[src/rtl/trapdec_pkg.sv]
package trapdec_pkg;

    typedef enum logic [1:0] {
        LVL_USER = 2'd0,
        LVL_KERN = 2'd1,
        LVL_HYP  = 2'd2,
        LVL_MON  = 2'd3
    } level_e;

    localparam int OC_N      = 5;
    localparam int OC_UNDEF  = 0;
    localparam int OC_HYP    = 1;
    localparam int OC_MON    = 2;
    localparam int OC_VIRT   = 3;
    localparam int OC_PHYS   = 4;

    typedef logic [OC_N-1:0] outcome_t;

    localparam outcome_t ONE_UNDEF = outcome_t'(1 << OC_UNDEF);
    localparam outcome_t ONE_HYP   = outcome_t'(1 << OC_HYP);
    localparam outcome_t ONE_MON   = outcome_t'(1 << OC_MON);
    localparam outcome_t ONE_VIRT  = outcome_t'(1 << OC_VIRT);
    localparam outcome_t ONE_PHYS  = outcome_t'(1 << OC_PHYS);

    // Control bits after the 64/32-bit form selection, as seen by the
    // kernel-level chain.
    typedef struct packed {
        logic mon_fire;     // monitor present, routing set, mode exception applied
        logic early_undef;
        logic undef_sel;
        logic g12_trap;     // hypervisor enabled and group-12 trap set
        logic grp1_trap;    // hypervisor enabled and trap-all-Group-1 set
        logic virq;         // hypervisor enabled and IRQ virtualisation set
    } kctl_t;

endpackage

[src/rtl/trapdec_form_sel.sv]
module trapdec_form_sel
    import trapdec_pkg::*;
(
    input  logic  hyp_enabled,
    input  logic  hyp_is_aa32,
    input  logic  mon_present,
    input  logic  mon_is_aa32,
    input  logic  in_mon_mode,
    input  logic  mon_early_undef,
    input  logic  mon_undef_sel,
    input  logic  mon_irq_route_a64,
    input  logic  mon_irq_route_a32,
    input  logic  hyp_g12_trap_a64,
    input  logic  hyp_g12_trap_a32,
    input  logic  hyp_trap_grp1_a64,
    input  logic  hyp_trap_grp1_a32,
    input  logic  hyp_virq_a64,
    input  logic  hyp_virq_a32,
    output kctl_t kctl,
    output logic  mon_fire_hl
);

    logic route_sel;
    logic mode_ok;

    always_comb begin
        route_sel = mon_is_aa32 ? mon_irq_route_a32 : mon_irq_route_a64;
        // A 32-bit monitor exempts accesses made from monitor mode itself.
        mode_ok   = !mon_is_aa32 || !in_mon_mode;

        kctl.mon_fire    = mon_present && route_sel && mode_ok;
        kctl.early_undef = mon_early_undef;
        kctl.undef_sel   = mon_undef_sel;
        kctl.g12_trap    = hyp_enabled &&
                           (hyp_is_aa32 ? hyp_g12_trap_a32 : hyp_g12_trap_a64);
        kctl.grp1_trap   = hyp_enabled &&
                           (hyp_is_aa32 ? hyp_trap_grp1_a32 : hyp_trap_grp1_a64);
        kctl.virq        = hyp_enabled &&
                           (hyp_is_aa32 ? hyp_virq_a32 : hyp_virq_a64);

        // Hypervisor-level accesses see the routing bit without the mode exception.
        mon_fire_hl      = mon_present && route_sel;
    end

endmodule

[src/rtl/trapdec_kern_chain.sv]
module trapdec_kern_chain
    import trapdec_pkg::*;
(
    input  kctl_t    kctl,
    input  logic     sre_kern,
    output outcome_t oc
);

    always_comb begin
        if (kctl.mon_fire && kctl.early_undef) begin
            oc = ONE_UNDEF;
        end else if (kctl.g12_trap) begin
            oc = ONE_HYP;
        end else if (!sre_kern) begin
            oc = ONE_UNDEF;
        end else if (kctl.grp1_trap) begin
            oc = ONE_HYP;
        end else if (kctl.virq) begin
            oc = ONE_VIRT;
        end else if (kctl.mon_fire) begin
            oc = kctl.undef_sel ? ONE_UNDEF : ONE_MON;
        end else begin
            oc = ONE_PHYS;
        end
    end

endmodule

[src/rtl/trapdec_upper_chain.sv]
module trapdec_upper_chain
    import trapdec_pkg::*;
(
    input  logic     at_mon_level,
    input  logic     mon_fire_hl,
    input  logic     early_undef,
    input  logic     undef_sel,
    input  logic     sre_hyp,
    input  logic     sre_mon,
    output outcome_t oc
);

    outcome_t hyp_oc;
    outcome_t mon_oc;

    always_comb begin
        if (mon_fire_hl && early_undef) begin
            hyp_oc = ONE_UNDEF;
        end else if (!sre_hyp) begin
            hyp_oc = ONE_UNDEF;
        end else if (mon_fire_hl) begin
            hyp_oc = undef_sel ? ONE_UNDEF : ONE_MON;
        end else begin
            hyp_oc = ONE_PHYS;
        end

        mon_oc = sre_mon ? ONE_PHYS : ONE_UNDEF;
        oc     = at_mon_level ? mon_oc : hyp_oc;
    end

endmodule

[src/rtl/trapdec_id_fmt.sv]
module trapdec_id_fmt #(
    parameter int DATA_W     = 32,
    parameter int ID_W       = 24,
    parameter int ID_NARROW  = 16,
    parameter int SPECIAL_ID = 1023
) (
    input  logic              id_wide,
    input  logic              pend_vld,
    input  logic [ID_W-1:0]   pend_id,
    output logic [DATA_W-1:0] data
);

    logic [ID_W-1:0] src;

    always_comb begin
        src = pend_vld ? pend_id : ID_W'(SPECIAL_ID);
    end

    for (genvar b = 0; b < DATA_W; b++) begin : g_bit
        if (b < ID_NARROW) begin : g_low
            assign data[b] = src[b];
        end else if (b < ID_W) begin : g_mid
            assign data[b] = id_wide & src[b];
        end else begin : g_top
            assign data[b] = 1'b0;
        end
    end

endmodule

[src/rtl/sysreg_trap_decoder.sv]
module sysreg_trap_decoder
    import trapdec_pkg::*;
#(
    parameter int DATA_W     = 32,
    parameter int ID_W       = 24,
    parameter int ID_NARROW  = 16,
    parameter int SPECIAL_ID = 1023,
    parameter int SYN_W      = 8,
    parameter int HYP_EC     = 3,
    parameter bit REG_OUT    = 1'b1
) (
    input  logic              clk,
    input  logic              rst_n,
    input  logic              req,
    input  logic [1:0]        cur_level,
    input  logic              feat_aa32_kern,
    input  logic              feat_ic_v3,
    input  logic              hyp_enabled,
    input  logic              hyp_is_aa32,
    input  logic              mon_present,
    input  logic              mon_is_aa32,
    input  logic              in_mon_mode,
    input  logic              mon_early_undef,
    input  logic              mon_undef_sel,
    input  logic              mon_irq_route_a64,
    input  logic              mon_irq_route_a32,
    input  logic              hyp_g12_trap_a64,
    input  logic              hyp_g12_trap_a32,
    input  logic              hyp_trap_grp1_a64,
    input  logic              hyp_trap_grp1_a32,
    input  logic              hyp_virq_a64,
    input  logic              hyp_virq_a32,
    input  logic              sre_kern,
    input  logic              sre_hyp,
    input  logic              sre_mon,
    input  logic              id_wide,
    input  logic              virt_pend_vld,
    input  logic [ID_W-1:0]   virt_pend_id,
    input  logic              phys_pend_vld,
    input  logic [ID_W-1:0]   phys_pend_id,
    output logic              rsp_valid,
    output logic              res_undef,
    output logic              res_trap_hyp,
    output logic              res_trap_mon,
    output logic              res_rd_virt,
    output logic              res_rd_phys,
    output logic [SYN_W-1:0]  res_syndrome,
    output logic [DATA_W-1:0] res_rdata
);

    localparam int N_COPY = 2;
    localparam int C_VIRT = 0;
    localparam int C_PHYS = 1;
    localparam logic [SYN_W-1:0] EC_VAL = SYN_W'(HYP_EC);

    typedef struct packed {
        logic              valid;
        outcome_t          oc;
        logic [SYN_W-1:0]  syn;
        logic [DATA_W-1:0] data;
    } rsp_t;

    kctl_t    kctl;
    logic     mon_fire_hl;
    outcome_t kern_oc;
    outcome_t upper_oc;
    level_e   lvl;
    rsp_t     rsp_d;
    rsp_t     rsp_q;

    logic              copy_vld  [N_COPY];
    logic [ID_W-1:0]   copy_id   [N_COPY];
    logic [DATA_W-1:0] copy_data [N_COPY];

    assign lvl = level_e'(cur_level);

    trapdec_form_sel u_form (
        .hyp_enabled       (hyp_enabled),
        .hyp_is_aa32       (hyp_is_aa32),
        .mon_present       (mon_present),
        .mon_is_aa32       (mon_is_aa32),
        .in_mon_mode       (in_mon_mode),
        .mon_early_undef   (mon_early_undef),
        .mon_undef_sel     (mon_undef_sel),
        .mon_irq_route_a64 (mon_irq_route_a64),
        .mon_irq_route_a32 (mon_irq_route_a32),
        .hyp_g12_trap_a64  (hyp_g12_trap_a64),
        .hyp_g12_trap_a32  (hyp_g12_trap_a32),
        .hyp_trap_grp1_a64 (hyp_trap_grp1_a64),
        .hyp_trap_grp1_a32 (hyp_trap_grp1_a32),
        .hyp_virq_a64      (hyp_virq_a64),
        .hyp_virq_a32      (hyp_virq_a32),
        .kctl              (kctl),
        .mon_fire_hl       (mon_fire_hl)
    );

    trapdec_kern_chain u_kern (
        .kctl     (kctl),
        .sre_kern (sre_kern),
        .oc       (kern_oc)
    );

    trapdec_upper_chain u_upper (
        .at_mon_level (lvl == LVL_MON),
        .mon_fire_hl  (mon_fire_hl),
        .early_undef  (mon_early_undef),
        .undef_sel    (mon_undef_sel),
        .sre_hyp      (sre_hyp),
        .sre_mon      (sre_mon),
        .oc           (upper_oc)
    );

    assign copy_vld[C_VIRT] = virt_pend_vld;
    assign copy_id[C_VIRT]  = virt_pend_id;
    assign copy_vld[C_PHYS] = phys_pend_vld;
    assign copy_id[C_PHYS]  = phys_pend_id;

    for (genvar c = 0; c < N_COPY; c++) begin : g_copy
        trapdec_id_fmt #(
            .DATA_W     (DATA_W),
            .ID_W       (ID_W),
            .ID_NARROW  (ID_NARROW),
            .SPECIAL_ID (SPECIAL_ID)
        ) u_fmt (
            .id_wide  (id_wide),
            .pend_vld (copy_vld[c]),
            .pend_id  (copy_id[c]),
            .data     (copy_data[c])
        );
    end

    always_comb begin
        rsp_d = '0;
        if (req) begin
            rsp_d.valid = 1'b1;
            if (!(feat_aa32_kern && feat_ic_v3) || lvl == LVL_USER) begin
                rsp_d.oc = ONE_UNDEF;
            end else if (lvl == LVL_KERN) begin
                rsp_d.oc = kern_oc;
            end else begin
                rsp_d.oc = upper_oc;
            end
            if (rsp_d.oc[OC_HYP]) begin
                rsp_d.syn = EC_VAL;
            end
            if (rsp_d.oc[OC_VIRT]) begin
                rsp_d.data = copy_data[C_VIRT];
            end else if (rsp_d.oc[OC_PHYS]) begin
                rsp_d.data = copy_data[C_PHYS];
            end
        end
    end

    if (REG_OUT) begin : g_reg
        always_ff @(posedge clk or negedge rst_n) begin
            if (!rst_n) begin
                rsp_q <= '0;
            end else begin
                rsp_q <= rsp_d;
            end
        end

        p_latency_r13: assert property (@(posedge clk) disable iff (!rst_n)
            rsp_valid == $past(req));

        p_user_undef_r1: assert property (@(posedge clk) disable iff (!rst_n)
            (req && cur_level == 2'd0) |=> (res_undef && rsp_valid));

        p_mon_phys_r9: assert property (@(posedge clk) disable iff (!rst_n)
            (req && cur_level == 2'd3 && feat_aa32_kern && feat_ic_v3 && sre_mon)
            |=> res_rd_phys);
    end else begin : g_comb
        assign rsp_q = rsp_d;
    end

    assign rsp_valid    = rsp_q.valid;
    assign res_undef    = rsp_q.oc[OC_UNDEF];
    assign res_trap_hyp = rsp_q.oc[OC_HYP];
    assign res_trap_mon = rsp_q.oc[OC_MON];
    assign res_rd_virt  = rsp_q.oc[OC_VIRT];
    assign res_rd_phys  = rsp_q.oc[OC_PHYS];
    assign res_syndrome = rsp_q.syn;
    assign res_rdata    = rsp_q.data;

    p_onehot_r12: assert property (@(posedge clk) disable iff (!rst_n)
        rsp_valid |-> $countones({res_undef, res_trap_hyp, res_trap_mon,
                                  res_rd_virt, res_rd_phys}) == 1);

    p_idle_r12: assert property (@(posedge clk) disable iff (!rst_n)
        !rsp_valid |-> !(res_undef || res_trap_hyp || res_trap_mon ||
                         res_rd_virt || res_rd_phys));

    p_syn_hyp_r3: assert property (@(posedge clk) disable iff (!rst_n)
        res_trap_hyp |-> res_syndrome == EC_VAL);

    p_syn_zero_r12: assert property (@(posedge clk) disable iff (!rst_n)
        !res_trap_hyp |-> res_syndrome == '0);

    p_data_nonread_r12: assert property (@(posedge clk) disable iff (!rst_n)
        !(res_rd_virt || res_rd_phys) |-> res_rdata == '0);

    p_top_zero_r10: assert property (@(posedge clk) disable iff (!rst_n)
        res_rdata[DATA_W-1:ID_W] == '0);

endmodule

[config.mk]
export PLATFORM = sky130hd
export DESIGN_NAME = sysreg_trap_decoder
export DESIGN_NICKNAME = d
export VERILOG_FILES = /design/src/rtl/trapdec_pkg.sv /design/src/rtl/trapdec_form_sel.sv /design/src/rtl/trapdec_kern_chain.sv /design/src/rtl/trapdec_upper_chain.sv /design/src/rtl/trapdec_id_fmt.sv /design/src/rtl/sysreg_trap_decoder.sv
export SDC_FILE = /design/constraint.sdc
export NUM_CORES = 1
export LEC_CHECK = 0
export ABC_AREA = 1
export BUFFER_PORTS_ARGS = -buffer_cell sky130_fd_sc_hd__buf_2
export CORE_AREA = 2 2 52 91
export DETAILED_ROUTE_END_ITERATION = 10
export DIE_AREA = 0 0 54 93
export PLACE_DENSITY = 0.85
export RECOVER_POWER = 100
export SYNTH_ARGS = -nofsm -noshare
export SYNTH_HDL_FRONTEND = slang
export SYNTH_SLANG_ARGS = --single-unit
[constraint.sdc]
create_clock -name clk -period 0.8 [get_ports clk]
set_input_delay 0.12 -clock clk [delete_from_list [all_inputs] [get_ports clk]]
set_output_delay 0.12 -clock clk [all_outputs]
set_load 0.05 [all_outputs]
Yosys cells after proc, flatten, opt, wreduce, memory -nomap -nowiden
Index checks and enable logic that the tools add are counted.
{"block": "word_totals", "register_bits": 46, "in_bits": 76, "output_inout_bits": 46, "wordCells": 61}
{"block": "classes", "eq_ne": 2, "muxes": 25, "bitwise": 16, "n_reduce_logical": 14}
{"cell": "$mux W24", "count": 4}
{"cell": "$mux W5", "count": 14}
{"cell": "$mux W46", "count": 1}
{"cell": "$and A1 B1 Y1", "count": 16}
{"cell": "$logic_and A1 B1 Y1", "count": 8}
{"cell": "$mux W1", "count": 4}
{"cell": "$logic_not A1 Y1", "count": 3}
{"cell": "$mux W3", "count": 1}
{"cell": "$eq A2 B1 Y1 const B", "count": 1}
{"cell": "$eq A2 B2 Y1 const B", "count": 1}
{"cell": "$logic_not A2 Y1", "count": 1}
{"cell": "$logic_or A1 B1 Y1", "count": 2}
{"cell": "$mux W2", "count": 1}

Longest topological paths before layout
{"block": "depth", "depth_word": 15, "mapped_depth": 11, "ltp_nobuf": 11}

Modules after synthesis
Synthesis repeated with hierarchy kept, for this count alone.
{"block": "hier_totals", "cells_unflattened": 430, "hier_area_um2": 2711.4}
{"module": "sysreg_trap_decoder", "n_inst": 1, "cells_per_inst": 251, "area_each_um2": 1871.8, "seq_area_each_um2": 950.9}
{"module": "trapdec_id_fmt", "n_inst": 2, "cells_per_inst": 60, "area_each_um2": 281.5, "seq_area_each_um2": 0.0}
{"module": "trapdec_form_sel", "n_inst": 1, "cells_per_inst": 22, "area_each_um2": 105.1, "seq_area_each_um2": 0.0}
{"module": "trapdec_kern_chain", "n_inst": 1, "cells_per_inst": 21, "area_each_um2": 98.8, "seq_area_each_um2": 0.0}
{"module": "trapdec_upper_chain", "n_inst": 1, "cells_per_inst": 16, "area_each_um2": 72.6, "seq_area_each_um2": 0.0}

Worst setup path after synthesis
OpenSTA, ideal clock, no wires.
{"block": "synth_path", "path_type": "in2reg", "from": "input port mon_is_aa32", "to": "register rsp_q, in the netlist res_rdata[16]", "setup_time_ps": 66, "arrival_ps": 1042, "t_required_ps": 734, "slack_ps": -308, "path_stages": 11, "path_buffers": 0, "cell_sequence": "inv_1 > nand2_1 > nand2_1 > nand4_1 > nand2_1 > inv_1 > nand2_4 > nand3_1 > nor2_4 > nand2_1 > nand2_1"}
{"item": "from (decl)", "line": "sysreg_trap_decoder.sv:21", "source": "input logic mon_is_aa32,"}
{"item": "to (signal assigned)", "line": "sysreg_trap_decoder.sv:159", "source": "rsp_q <= rsp_d;"}
{"item": "to (decl)", "line": "sysreg_trap_decoder.sv:69", "source": "rsp_t rsp_q;"}

==> results by group <==
Status
  • Status: finished with violations
  • Violated checks: negative setup slack

STA
  • Achievable Freq: 954 MHz
  • RSZ-0062 raised after global routing: yes
  • Final Hold Fails: 0
  • Worst hold margin: 21.7 ps
  • Final period utilization: 131%
  • Final Setup Violations: 61
  • Min Clock Period, post-route: 1050 ps
  • Setup ws final: -248 ps
  • Max Slew Vio Count: 0
  • Setup TNS: -9280 ps

Setup path
  • Crit. Startpoint: mon_is_aa32
  • Most used cell along the critical path: nand2_2
  • Crit Path Category: input port to flop
  • Startpoint class of the critical path: input port
  • Worst Path Required: 1020 ps
  • Crit-path cells: buf_12, nand2_2, nand2_4, nand2_2, nand2_2, a21oi_4, nand3_4, nor2_4, nand2_1, nand2_1
  • Critical Path Max Stage Delay: 230 ps
  • Crit Path Max Fanout: 8
  • CP max stage cell: nor2_4
  • Worst setup path end: res_rdata[23]$_DFF_PN0_
  • CP arrival: 1270 ps
  • CP endpoint kind: flop

Pwr
  • Total power: just under 4 mW
  • Pleak: 1.64 nW
  • IR drop worst, VDD: 0.00135 V
  • P per Cell Area: approximately 1300 nW/um^2

Floorplan
  • Row cnt: 32
  • Initial Utilization: between 30% and 40%
  • Die Ht: 93 um
  • Die area: 5020 sq um
  • I/O Pins: 122
  • CORE AREA: 4320 sq um
  • Die X: 54 um

Clock tree
  • H-tree levels: 2
  • CTS tree: built
  • Clk buf depth: 2
  • Sink Count: 30
  • TritonCTS Buffers: 5
  • Clk slew on worst S/H paths: roughly 70 ps
  • Root Driver: clkbuf_8

Flow run
  • MaxCap Viol Count: 0

Cells and area
  • Nets: 420
  • Final Cell Area: 3150 sq um
  • FF+latch area: 752 sq um
  • Fin cells: roughly 400
  • Most frequent cells in the layout: buf_2 (68), buf_6 (43), nand2_1 (35), dfrtp_1 (29), buf_4 (27)
  • Commonest non-fill, non-tap cell in the layout: buf_2
  • Diodes inserted: 0
  • Fill cells: 316
  • Post-Route Utilization: 72.9%
  • Area occupied by multi-input gates: 1060 sq um
  • Layout cell share with drive strength beyond 1: around 65%
  • Layout Area Growth over Synthesis: 83.9%

Drt
  • Avg Vias per Cell: 5.10
  • Routed Antenna Nets: 0
  • Avg WL per Cell: 14.9 um
  • DRC viols: 0
  • 1st-pass router iterations: 4
  • Routed via count: 2021
  • DRT iter0 DRCs: 30
  • Total Wirelength: approximately 5900 um

Yosys
  • Synth cell types: 30
  • Post-Syn Area: around 1700 sq um
  • Post-synthesis cell count: ~200
  • Mapped Avg Cell Area: ~8.5 sq um
  • Flops & latches, synth: 30
  • Sequential area share after synthesis: around 44%
  • YS warnings: 0

Global routing
  • Initial antenna violation count: 0
  • First-pass GRT wire length: 8850 um
  • GR Util All Layers: 24.0%
  • Largest net degree at the start of global routing: 31
  • Global route overflow: 0
  • Vias in the first global route: 2066

Placed design
  • Port Buffers: 107
  • GP Congestion: 0.828
  • Hpwl dp: 3780 um
  • Placed insts: approximately 370
  • DP Area: 2460 sq um
  • Worst slack at placement: -573 ps

Hold path
  • Hold Path Origin: phys_pend_id[21]
  • Worst min-delay path class: input port to flop
-- power by group --
part | leakage [nW] | total [mW] | internal, mW | switching, mW
Combinational | 1.18 | 1.16 | 0.468 | 0.696
Clock | 0.0482 | 1.26 | 0.693 | 0.568
Sequential | 0.411 | 1.55 | 1.54 | 0.0127
Total | 1.64 | 3.98 | 2.70 | 1.28
-- routing by layer --
metal | track usage [%] | wire length [um]
met3 | 4.63 | 355
met5 | 0 | 0
met2 | 45.1 | 3450
met4 | 14.4 | 323
met1 | 21.8 | 1760
-- critical path, delay by kind of cell --
| family | cells | cell delay (ps) |
|---|---|---|
| and+or+nand+nor | 8 | 820 |
| buffers and inverters | 1 | 110 |
| AOI/OAI and AO/OA | 1 | 210 |
-- timing repair --
item,4_1_cts,5_1_grt
gates resized for setup,116,40
pin swaps,33,24
hold buffers,1,0
endpoints found under the setup margin,60,61
gates cloned,2,0
setup buffers,12,3
hold endpoints to repair,30,0
-- cell type report --
cell class / instances / area share, %
inverters: 14 / 2.54
flip-flops and latches: 30 / 23.8
clock buffers: 7 / 2.74
well taps: 51 / 2.02
clock inverters: 1 / 0.159
repair buffers: 143 / 35.0
multi-input cells: 150 / 33.7
-- worst min-delay path by stage --
stage	end	slack, ps	cells after the start
2_1_floorplan	res_rd_phys$_DFF_PN0_	-180	0
3_3_place_gp	res_rdata[20]$_DFF_PN0_	80	2
3_5_place_dp	res_rdata[21]$_DFF_PN0_	80	2
4_1_cts	res_rdata[21]$_DFF_PN0_	20	3
5_1_grt	res_rdata[19]$_DFF_PN0_	20	3
6_report	res_rdata[21]$_DFF_PN0_	20	3
-- state kept, by name (all words and copies together) (netlist names) --
register and cells:
res_rdata 24, res_undef 1, rsp_valid 1, res_trap_hyp 1
res_rd_phys 1, res_trap_mon 1, res_rd_virt 1
-- synthesized netlist by cell type --
library cell | number | area share [%]
a211oi_1 | 1 | 0.44
a21oi_1 | 3 | 0.88
a21oi_2 | 1 | 0.51
a31o_2 | 1 | 0.51
buf_1 | 1 | 0.22
buf_4 | 18 | 7.9
buf_6 | 2 | 1.3
clkbuf_1 | 2 | 0.44
clkinv_1 | 1 | 0.22
conb_1 | 1 | 0.22
dfrtp_1 | 30 | 44
inv_1 | 8 | 1.8
inv_2 | 5 | 1.1
nand2_1 | 59 | 13
nand2_2 | 3 | 1.1
nand2_4 | 2 | 1.3
nand3_1 | 5 | 1.5
nand3_2 | 1 | 0.58
nand3_4 | 1 | 1.0
nand3b_4 | 1 | 1.2
nand4_1 | 10 | 3.6
nor2_1 | 3 | 0.66
nor2_2 | 3 | 1.1
nor2_4 | 3 | 2.0
nor2_8 | 1 | 1.2
nor3_1 | 3 | 0.88
nor3_4 | 1 | 0.95
o211ai_1 | 10 | 4.4
o21ai_0 | 9 | 2.6
o21ai_1 | 13 | 3.8
-- cells by family after synthesis --
family | count (synthesis) | synth area share [%]
other | 1 | 0.219
buffers and inverters | 37 | 12.9
and+or+nand+nor | 96 | 29.9
AOI/OAI and AO/OA | 38 | 13.1
DFF | 30 | 43.8
No activity file was read; power rests on OpenSTA's default activity.
